## src/rtl/regbus_pkg.sv

```systemverilog
package regbus_pkg;
  localparam int ADDR_W = 4;
  localparam int DATA_W = 16;
  localparam int N_CNT  = 3;
  localparam logic [ADDR_W-1:0] CTRL_ADDR = '0;
endpackage

```

## src/rtl/rb_sync.sv

```systemverilog
module rb_sync #(
  parameter int W = 2
) (
  input  logic         clk_i,
  input  logic         rst_ni,
  input  logic [W-1:0] d_i,
  output logic [W-1:0] q_o
);
  logic [W-1:0] s1_q, s2_q;

  always_ff @(posedge clk_i or negedge rst_ni) begin
    if (!rst_ni) begin
      s1_q <= '0;
      s2_q <= '0;
    end else begin
      s1_q <= d_i;
      s2_q <= s1_q;
    end
  end

  assign q_o = s2_q;
endmodule

```

## src/rtl/rb_handshake.sv

```systemverilog
module rb_handshake (
  input  logic clk_i,
  input  logic rst_ni,
  input  logic sel_s_i,
  output logic ack_o,
  output logic strobe_o
);
  logic ack_q;

  // ack follows synchronized select; the access fires in the single cycle before ack rises
  always_ff @(posedge clk_i or negedge rst_ni) begin
    if (!rst_ni) ack_q <= 1'b0;
    else         ack_q <= sel_s_i;
  end

  assign strobe_o = sel_s_i & ~ack_q;
  assign ack_o    = ack_q;

  AST_ACK_HOLD: assert property (@(posedge clk_i) disable iff (!rst_ni)
    ack_q && sel_s_i |=> ack_q);
  AST_ACK_DROP: assert property (@(posedge clk_i) disable iff (!rst_ni)
    !sel_s_i |=> !ack_q);
  AST_ONE_STROBE: assert property (@(posedge clk_i) disable iff (!rst_ni)
    strobe_o |=> !strobe_o);
endmodule

```

## src/rtl/rb_sat_counter.sv

```systemverilog
module rb_sat_counter #(
  parameter int W = 16
) (
  input  logic         clk_i,
  input  logic         rst_ni,
  input  logic         evt_i,
  input  logic         clr_i,
  output logic [W-1:0] cnt_o
);
  localparam logic [W-1:0] MAX = '1;
  logic [W-1:0] cnt_q;

  always_ff @(posedge clk_i or negedge rst_ni) begin
    if (!rst_ni)                    cnt_q <= '0;
    else if (clr_i)                 cnt_q <= evt_i ? W'(1) : '0;
    else if (evt_i && cnt_q != MAX) cnt_q <= cnt_q + W'(1);
  end

  assign cnt_o = cnt_q;

  AST_CNT_SAT: assert property (@(posedge clk_i) disable iff (!rst_ni)
    cnt_q == MAX && !clr_i |=> cnt_q == MAX);
  AST_CNT_STEP: assert property (@(posedge clk_i) disable iff (!rst_ni)
    !clr_i && evt_i && cnt_q != MAX |=> cnt_q == $past(cnt_q) + W'(1));
  AST_CNT_CLR: assert property (@(posedge clk_i) disable iff (!rst_ni)
    clr_i |=> cnt_q <= W'(1));
endmodule

```

## src/rtl/reg_bus_slave.sv

```systemverilog
module reg_bus_slave
  import regbus_pkg::*;
#(
  parameter int CNT_W = 16
) (
  input  logic              clk_i,
  input  logic              rst_ni,
  input  logic              sel_i,
  input  logic              rd_i,
  input  logic [ADDR_W-1:0] addr_i,
  input  logic [DATA_W-1:0] wdata_i,
  output logic [DATA_W-1:0] rdata_o,
  output logic              ack_o,
  input  logic              good_frame_i,
  input  logic              fcs_err_i,
  input  logic              abort_i,
  output logic              scramble_en_o,
  output logic              fcs_chk_en_o,
  output logic              align_en_o
);
  logic [1:0]        sync_q;
  logic              sel_s, rd_s, ack_q, strobe, wr_stb, rd_stb;
  logic [DATA_W-1:0] ctrl_q, rdata_q, rd_val;
  logic [N_CNT-1:0]  evt, clr;
  logic [CNT_W-1:0]  cnt [N_CNT];

  rb_sync #(.W(2)) u_sync (
    .clk_i  (clk_i),
    .rst_ni (rst_ni),
    .d_i    ({rd_i, sel_i}),
    .q_o    (sync_q)
  );
  assign sel_s = sync_q[0];
  assign rd_s  = sync_q[1];

  rb_handshake u_hs (
    .clk_i    (clk_i),
    .rst_ni   (rst_ni),
    .sel_s_i  (sel_s),
    .ack_o    (ack_q),
    .strobe_o (strobe)
  );

  assign wr_stb = strobe & ~rd_s;
  assign rd_stb = strobe &  rd_s;
  assign evt    = {abort_i, fcs_err_i, good_frame_i};

  for (genvar g = 0; g < N_CNT; g++) begin : g_cnt
    assign clr[g] = rd_stb && (addr_i == ADDR_W'(g + 1));
    rb_sat_counter #(.W(CNT_W)) u_cnt (
      .clk_i  (clk_i),
      .rst_ni (rst_ni),
      .evt_i  (evt[g]),
      .clr_i  (clr[g]),
      .cnt_o  (cnt[g])
    );
  end

  always_ff @(posedge clk_i or negedge rst_ni) begin
    if (!rst_ni)                          ctrl_q <= '0;
    else if (wr_stb && addr_i == CTRL_ADDR) ctrl_q <= wdata_i;
  end

  always_comb begin
    rd_val = '0;
    if (addr_i == CTRL_ADDR) rd_val = ctrl_q;
    for (int i = 0; i < N_CNT; i++) begin
      if (addr_i == ADDR_W'(i + 1)) rd_val = DATA_W'(cnt[i]);
    end
  end

  always_ff @(posedge clk_i or negedge rst_ni) begin
    if (!rst_ni)     rdata_q <= '0;
    else if (strobe) rdata_q <= rd_s ? rd_val : '0;
  end

  // zero when idle so several slaves can be ORed
  assign rdata_o       = ack_q ? rdata_q : '0;
  assign ack_o         = ack_q;
  assign scramble_en_o = ctrl_q[0];
  assign fcs_chk_en_o  = ctrl_q[1];
  assign align_en_o    = ctrl_q[2];

  AST_CTRL_KEEP: assert property (@(posedge clk_i) disable iff (!rst_ni)
    !(wr_stb && addr_i == CTRL_ADDR) |=> $stable(ctrl_q));
  AST_RDATA_HOLD: assert property (@(posedge clk_i) disable iff (!rst_ni)
    ack_q && $past(ack_q) |-> $stable(rdata_o));
endmodule

```

## config.mk

```make
export PLATFORM = sky130hd
export DESIGN_NAME = reg_bus_slave
export DESIGN_NICKNAME = d
export VERILOG_FILES = /design/src/rtl/regbus_pkg.sv /design/src/rtl/rb_sync.sv /design/src/rtl/rb_handshake.sv /design/src/rtl/rb_sat_counter.sv /design/src/rtl/reg_bus_slave.sv
export SDC_FILE = /design/constraint.sdc
export NUM_CORES = 1
export LEC_CHECK = 0
export BUFFER_PORTS_ARGS = -buffer_cell sky130_fd_sc_hd__buf_4
export CAP_MARGIN = 20
export CORE_ASPECT_RATIO = 1.5
export CORE_MARGIN = 2
export CORE_UTILIZATION = 23
export CTS_CLUSTER_SIZE = 28
export DETAILED_ROUTE_END_ITERATION = 12
export PLACE_DENSITY = 0.37
export RECOVER_POWER = 50
export SYNTH_ARGS = -nofsm -noshare
export SYNTH_HDL_FRONTEND = slang
export SYNTH_HIERARCHICAL = 1
export SYNTH_SLANG_ARGS = --single-unit
```

## constraint.sdc

```tcl
create_clock -name clk_i -period 1.8 [get_ports clk_i]
set_clock_uncertainty 0.05 [all_clocks]
set_input_delay 0.27 -clock clk_i [delete_from_list [all_inputs] [get_ports clk_i]]
set_output_delay 0.27 -clock clk_i [all_outputs]
set_load 0.005 [all_outputs]
```

==> results of run 1 <==
## layout make-up
type | count | share of cell area [%]
Multi-Input combinational cell | 335 | 38.7
Inverter | 31 | 1.84
Tap cell | 264 | 5.24
Sequential cell | 85 | 33.7
Clock buffer | 11 | 3.85
Timing Repair Buffer | 123 | 15.8
Clock inverter | 5 | 0.793
## cells in the mapped netlist, drive strengths merged (4+ instances only)
master and count:
and4 7, a211oi 9, nand3 19, or4b 4
o311ai 6, mux2 44, a21oi 18, o21ai 22
nor2b 10, or4 6, nand4 15, o41ai 9
nand2 16, inv 31, clkbuf 8, o22ai 32
buf 20, nor2 39, dfrtp 85, nor3 16
nor4 12, and2 16
## sequential cells by signal, summed over array words and instances, names as in the netlist
name	cells
u_sync/q_o	2
g_cnt.u_cnt/cnt_o	48
u_hs/ack_o	1
u_sync/s1_q	2
rdata_q	16
ctrl_q	16
## power by group through the flow
stage | sequential (W) | combinational, W | clock [W]
after floorplan | 0.00250 | 0.000652 | 0
after global placement | 0.00247 | 0.00140 | 0
after detailed placement | 0.00247 | 0.00141 | 0
after CTS | 0.00244 | 0.00142 | 0.00196
after global routing | 0.00247 | 0.00158 | 0.00203
final | 0.00244 | 0.00143 | 0.00189
## how the worst max path moves through the flow
stage	startpoint	to	slack [ns]
after floorplan	g_cnt[2].u_cnt/cnt_o[0]	g_cnt[2].u_cnt/cnt_o[6]	0.002
after global placement	addr_i[3]	g_cnt[1].u_cnt/cnt_o[6]	0.005
after detailed placement	addr_i[3]	g_cnt[1].u_cnt/cnt_o[6]	0.002
after CTS	g_cnt[1].u_cnt/cnt_o[0]	g_cnt[1].u_cnt/cnt_o[6]	0.01
after global routing	g_cnt[0].u_cnt/cnt_o[0]	g_cnt[0].u_cnt/cnt_o[8]	-0.02
final	g_cnt[1].u_cnt/cnt_o[0]	g_cnt[1].u_cnt/cnt_o[6]	0.06
## worst max-delay path, delay by kind of cell (launching register included)
family | cells | cell delay (ns)
buffers and inverters | 1 | 0.05
and+or+nand+nor | 2 | 0.66
muxes | 1 | 0.32
adders and majority gates | 1 | 0.18
DFF | 1 | 0.35
## metrics by stage
| step | setup TNS (ns) | setup slack [ns] |
|---|---|---|
| after CTS | 0 | 0.0133 |
| after global placement | 0 | 0.00488 |
| final | 0 | 0.0552 |
| after global routing | -0.0344 | -0.0166 |
| after detailed placement | 0 | 0.00161 |
| after floorplan | 0 | 0.00238 |
## metal layers
metal  track usage, %  part of all wire, %  wire length [microns]
met1             16.2                   42                   6130
met2             24.9                   52                   7730
met5                0                    0                      0
met4             7.91                  4.0                    590
met3             1.68                  1.9                    285
## placed cells by master (no fill, tap or decap), types with 4 or more instances in the layout
cell type	n
and2_1	16
buf_12	6
o311ai_0	6
nor4_1	6
nor2b_1	9
and4_1	4
nor4_2	6
clkinv_2	4
dfrtp_1	84
nor3_1	15
a21oi_1	18
mux2_2	41
clkbuf_16	9
a211oi_1	6
clkbuf_4	4
inv_1	31
o21ai_1	9
nor2_1	34
nand4_1	12
o22ai_1	32
or4b_1	4
or4_1	4
nand3_1	13
nor2_2	4
nand2_1	16
o21ai_0	13
o41ai_1	9
buf_4	107
## logic make-up (layout without fill, tap and decap cells)
family          after synthesis  count (layout)
simple gates                177             177
compound gates              108             108
flops                        85              85
buf+inv                      59             170
mux                          47              47
fa+ha+maj                     3               3
## what timing repair did
action                                  in CTS  in global routing
buffers inserted                             0                  2
endpoints found under the setup margin       0                 14
hold endpoints to repair                    29                  0
hold buffers                                 3                  0
gates resized for setup                      0                 17
==> results.yml, run 1 <==
status:
  result_of_the_run: "finished, final reports clean"
hold_path:
  holdPathEnd: "ctrl_q[1]"
  hold_path.startpoint: "wdata_i[1]"
  hold_class: "in2reg"
  hold-path-cell-count: 2
detailed_routing:
  drt.antenna.violating_nets: 0
  drt_pass1_iterations: 4
  post_drt_wl_per_cell_microns: 17.3
  routed_via_density: 4.90
  via_count: 4184
  routed_wirelength_microns: 14700
  drt_drc_violations_left: 0
  drt_iter0_markers: 145
yosys:
  synth_xor_xnor_area_share_pct: 0
  synth_sequential_area_ratio_pct: 44.6
  postSynthAreaPerCell_sq_um: 9.96
  syn_inst: 479
  synth-warning-count: 6
  synthesized_area_fraction_occupied_by_ao_oa_aoi_and_oai_cells_pct: 14.8
  synth-adder-area-share_pct: 0.787
  syn_nets: 509
  synth_flop_cell: "dfrtp_1"
  synth.lib_cells_used.distinct: 47
  yosys-mux-area-fraction_pct: 11.0
  ys_seq_elements: 85
  netlist_top_cells_area: "dfrtp_1 (45%), mux2_2 (9.7%), o22ai_1 (4.2%), nor2_1 (3.1%), inv_1 (2.4%)"
  yosys.area.top_type_share_pct: 44.6
  synth-simple-area-share_pct: 23.1
  post_synth_edffs: 0
  mappedNetlistArea_sq_um: 4770
  synth_async_sr_flop_share_pct: 100
  combinational_family_with_the_most_area_after_synthesis: "simple AND/OR/NAND/NOR gates"
  largest_area_contributor_in_the_synthesized_netlist: "dfrtp_1"
power_and_ir_drop:
  p_switching_w: 0.00177
  power.static_leakage_nw: 2.63
  power_w: 0.00576
  power_switching_share_pct: 30.8
  internal-power_w: 0.00398
  clockPowerShare_pct: 32.8
  worst_ir_drop_vdd_v: 0.000474
  sequential_cell_fraction_of_total_power_pct: 42.3
  power_per_cell_area_nw_per_um2: 912
  comb_power_share_pct: 24.9
worst_setup_path:
  setup.reg_to_reg.worst_slack_ns: 0.06
  r2r_start: "g_cnt[1].u_cnt/cnt_o[0]"
  worst_setup_path_end_kind: "flip-flop"
  path_class: "reg2reg"
  setup.worst_path.start_class: "flip-flop"
  crit_path_max_incr_delay_ns: 0.56
  worst_path_max_delay_cell: "or4_1"
  r2r-end: "g_cnt[1].u_cnt/cnt_o[6]"
  reg2regPathDepth: 5
  cp_cell_sequence: "ha_2, inv_1, or4_1, nand3_2, mux2_1"
  cp_data_required_time_ns: 1.97
  worst-path-max-fanout: 2
  cp.arrival_ns: 1.92
clock_tree:
  htreeDepth: 3
  root_buffer: "clkbuf_16"
  tritoncts: "built"
  max_clock_buf_depth: 2
  clk_transition_reported_paths_ns: 0.07
  tritoncts_num_sinks: 85
  tritoncts_buffer_count: 9
  clock_latency_of_the_later_clocked_register_in_the_worst_skew_pair_ns: 0.35
global_routing:
  via_count_of_the_first_global_routing_pass: 4451
  grt_pass1_wl_microns: 23700
  grt.total_usage_pct: 14.1
  grt-ovfl-total: 0
  antenna_violations_before_repair: 0
  pin_count_of_the_biggest_net_entering_global_routing: 31
finish:
  final-seq-area_sq_um: 2130
  stdcell_area_sq_um: 6310
  final_net_count: 615
  multi_input_comb_area_sq_um: 2440
  final_core_util_pct: 31.0
  layout-area-overhead-vs-synth_pct: 32.3
  antennaDiodeCount: 0
  final_cell_count_no_fill: 854
  fill_cells: 2176
  post_route_cells_drive_above_1_share_pct: 36.4
place:
  io_buffers: 46
  placed_cells: 833
  dp_hpwl_microns: 11400
  routabilityCongestion: 0.827
  placedInstanceArea_sq_um: 5920
die:
  initial_core_util_pct: 23.4
  num_rows: 64
  die_area_sq_um: 21900
  top_level_ports: 47
  die_h_microns: 180
  floorplan.core_area_sq_um: 20300
  die_x_microns: 122
timing:
  finalMaxSlewViolations: 0
  final_min_period_over_clock_period_pct: 96.9
  final_setup_violation_count: 0
  post-route-min-period_ns: 1.74
  timing.hold.ws_ns: 0.106
  finalHoldViolations: 0
  timing.max_slew.rel_slack_pct: 37.0
  tightest_slew_ns: 0.946
  rsz0062_at_grt: "yes"
  clock.fmax_mhz: 573
job:
  drv.max_cap_violation_count: 0
Power figures use the tool's default switching activity.
==> run 2: changes to the inputs <==
Settings changed: RECOVER_POWER 50 to not set, SLEW_MARGIN set to 20.
==> run 2 against run 1 <==
Compared with the run above:
- register-to-register slack is essentially flat
- utilization is essentially flat
- critical path depth unchanged
- wire length hardly changed
- count of clock-buffer cells in the layout did not move
- highest routed layer unchanged
- combinational power hardly changed
- maximum frequency is essentially flat
- die area stayed put
- global-route usage stayed put
==> results.yml, run 2 (same netlist as run 1, synthesis figures left out) <==
worst_setup_path:
  worst-path-max-fanout: 2
  path_class: "reg2reg"
  r2r_start: "g_cnt[1].u_cnt/cnt_o[0]"
  timing.critical_path.from: "g_cnt[1].u_cnt/cnt_o[0]"
  setup.worst_path.start_class: "flip-flop"
  cp.arrival_ns: 1.92
  worst_setup_path_end_kind: "flip-flop"
  cp_data_required_time_ns: 1.97
status:
  result_of_the_run: "finished, final reports clean"
detailed_routing:
  via_count: 4181
  post_drt_wl_per_cell_microns: 17.2
  drt_pass1_iterations: 4
  drt.antenna.violating_nets: 0
  drt_drc_violations_left: 0
  drt_iter0_markers: 146
  routed_wirelength_microns: 14700
  routed_via_density: 4.90
global_routing:
  grt_busiest_layer: "met2"
  grt-ovfl-total: 0
  pin_count_of_the_biggest_net_entering_global_routing: 31
  grt.total_usage_pct: 14.1
  grt.met2_usage_pct: 24.9
  antenna_violations_before_repair: 0
  grt_use_met1_pct: 16.2
  via_count_of_the_first_global_routing_pass: 4451
  grt_pass1_wl_microns: 23700
  met3_routing_resource_usage_after_global_routing_pct: 1.68
finish:
  layout_common_cells: "buf_4 (114), dfrtp_1 (84), mux2_2 (41)"
  final_common_cell: "buf_4"
  post_route_cells_drive_above_1_share_pct: 36.4
  antennaDiodeCount: 0
  final_core_util_pct: 31.1
  flip_flop_count_of_the_largest_register_after_layout: 48
  stdcell_area_sq_um: 6320
  final_net_count: 615
  layout-area-overhead-vs-synth_pct: 32.4
die:
  floorplan.core_area_sq_um: 20300
  num_rows: 64
  die_x_microns: 122
  die_area_sq_um: 21900
  initial_core_util_pct: 23.4
  die_h_microns: 180
  top_level_ports: 47
timing:
  timing.hold.ws_ns: 0.106
  rsz0062_at_grt: "yes"
  clock.fmax_mhz: 573
  tightest_slew_ns: 0.485
  finalHoldViolations: 0
  final_min_period_over_clock_period_pct: 96.9
  final_setup_violation_count: 0
  timing.max_slew.rel_slack_pct: 67.7
  post-route-min-period_ns: 1.74
  finalMaxSlewViolations: 0
power_and_ir_drop:
  power.static_leakage_nw: 2.63
  worst_ir_drop_vdd_v: 0.000473
  power_per_cell_area_nw_per_um2: 912
job:
  drv.max_cap_violation_count: 0
clock_tree:
  root_buffer: "clkbuf_16"
  htreeDepth: 3
  tritoncts_buffer_count: 9
  max_clock_buf_depth: 2
  tritoncts_num_sinks: 85
  clk_transition_reported_paths_ns: 0.07
  tritoncts: "built"
  clock_latency_of_the_later_clocked_register_in_the_worst_skew_pair_ns: 0.35
place:
  routabilityCongestion: 0.827
  io_buffers: 46
  placedInstanceArea_sq_um: 5920
  dp_hpwl_microns: 11400
hold_path:
  hold_path.startpoint: "wdata_i[1]"
  hold_class: "in2reg"
run 2: changes by cell type in the layout (fill, tap and decap cells not counted), sizes merged:
cell,change
buf,+5
clkbuf,-5
run 2: repair_timing:
| item | CTS | global route |
|---|---|---|
| resized for setup | 0 | 17 |
| setup endpoints to repair | 0 | 14 |
| endpoints found under the hold margin | 29 | 0 |
| hold buffers | 3 | 0 |
| buffers inserted | 0 | 2 |
run 2: where the power goes:
group	internal [W]	switching, W	total [W]
logic	0.000696	0.000736	0.00143
registers	0.00218	0.000253	0.00244
clock network	0.00110	0.000786	0.00189
run 2: routing by layer:
layer  up-vias  wire length, microns
li1       2002                     -
met1      2082                  6120
met2        68                  7740
met3        29                   293
met4         0                   577
met5         -                     0
run 2: layout make-up:
class / instances / area [sq um]
tap: 264 / 330
timing repair buffer: 123 / 1010
inverter: 31 / 116
fill: 2175 / 14000
sequential: 85 / 2130
clock inverter: 5 / 50.0
clock buffer: 11 / 243
multi-input combinational: 335 / 2440
run 2: final timing paths:
check / to / cells after the start / slack (ns)
worst max-delay path: g_cnt[1].u_cnt/cnt_o[6] / 5 / 0.06
worst min-delay path: ctrl_q[1] / 2 / 0.11
worst max register to register: g_cnt[1].u_cnt/cnt_o[6] / 5 / 0.06
worst min register to register: u_sync/q_o[0] / 0 / 0.30
max in group asynchronous: ctrl_q[13] / 3 / 0.71
min in group asynchronous: g_cnt[1].u_cnt/cnt_o[9] / 2 / 0.37
run 2: through the flow:
step | worst slack (ns) | std cells | total power [W] | setup TNS, ns
CTS | 0.0133 | 852 | 0.00582 | 0
detailed placement | 0.00161 | 833 | 0.00389 | 0
global placement | 0.00488 | 833 | 0.00387 | 0
finish | 0.0554 | 854 | 0.00576 | 0
floorplan | 0.00238 | 479 | 0.00315 | 0
global route | -0.0166 | 854 | 0.00608 | -0.0278
run 2: critical path, stage by stage, from the launching register on:
cell	delay, ns
dfrtp_1	0.35
ha_2	0.18
inv_1	0.05
or4_1	0.56
nand3_2	0.10
mux2_1	0.32
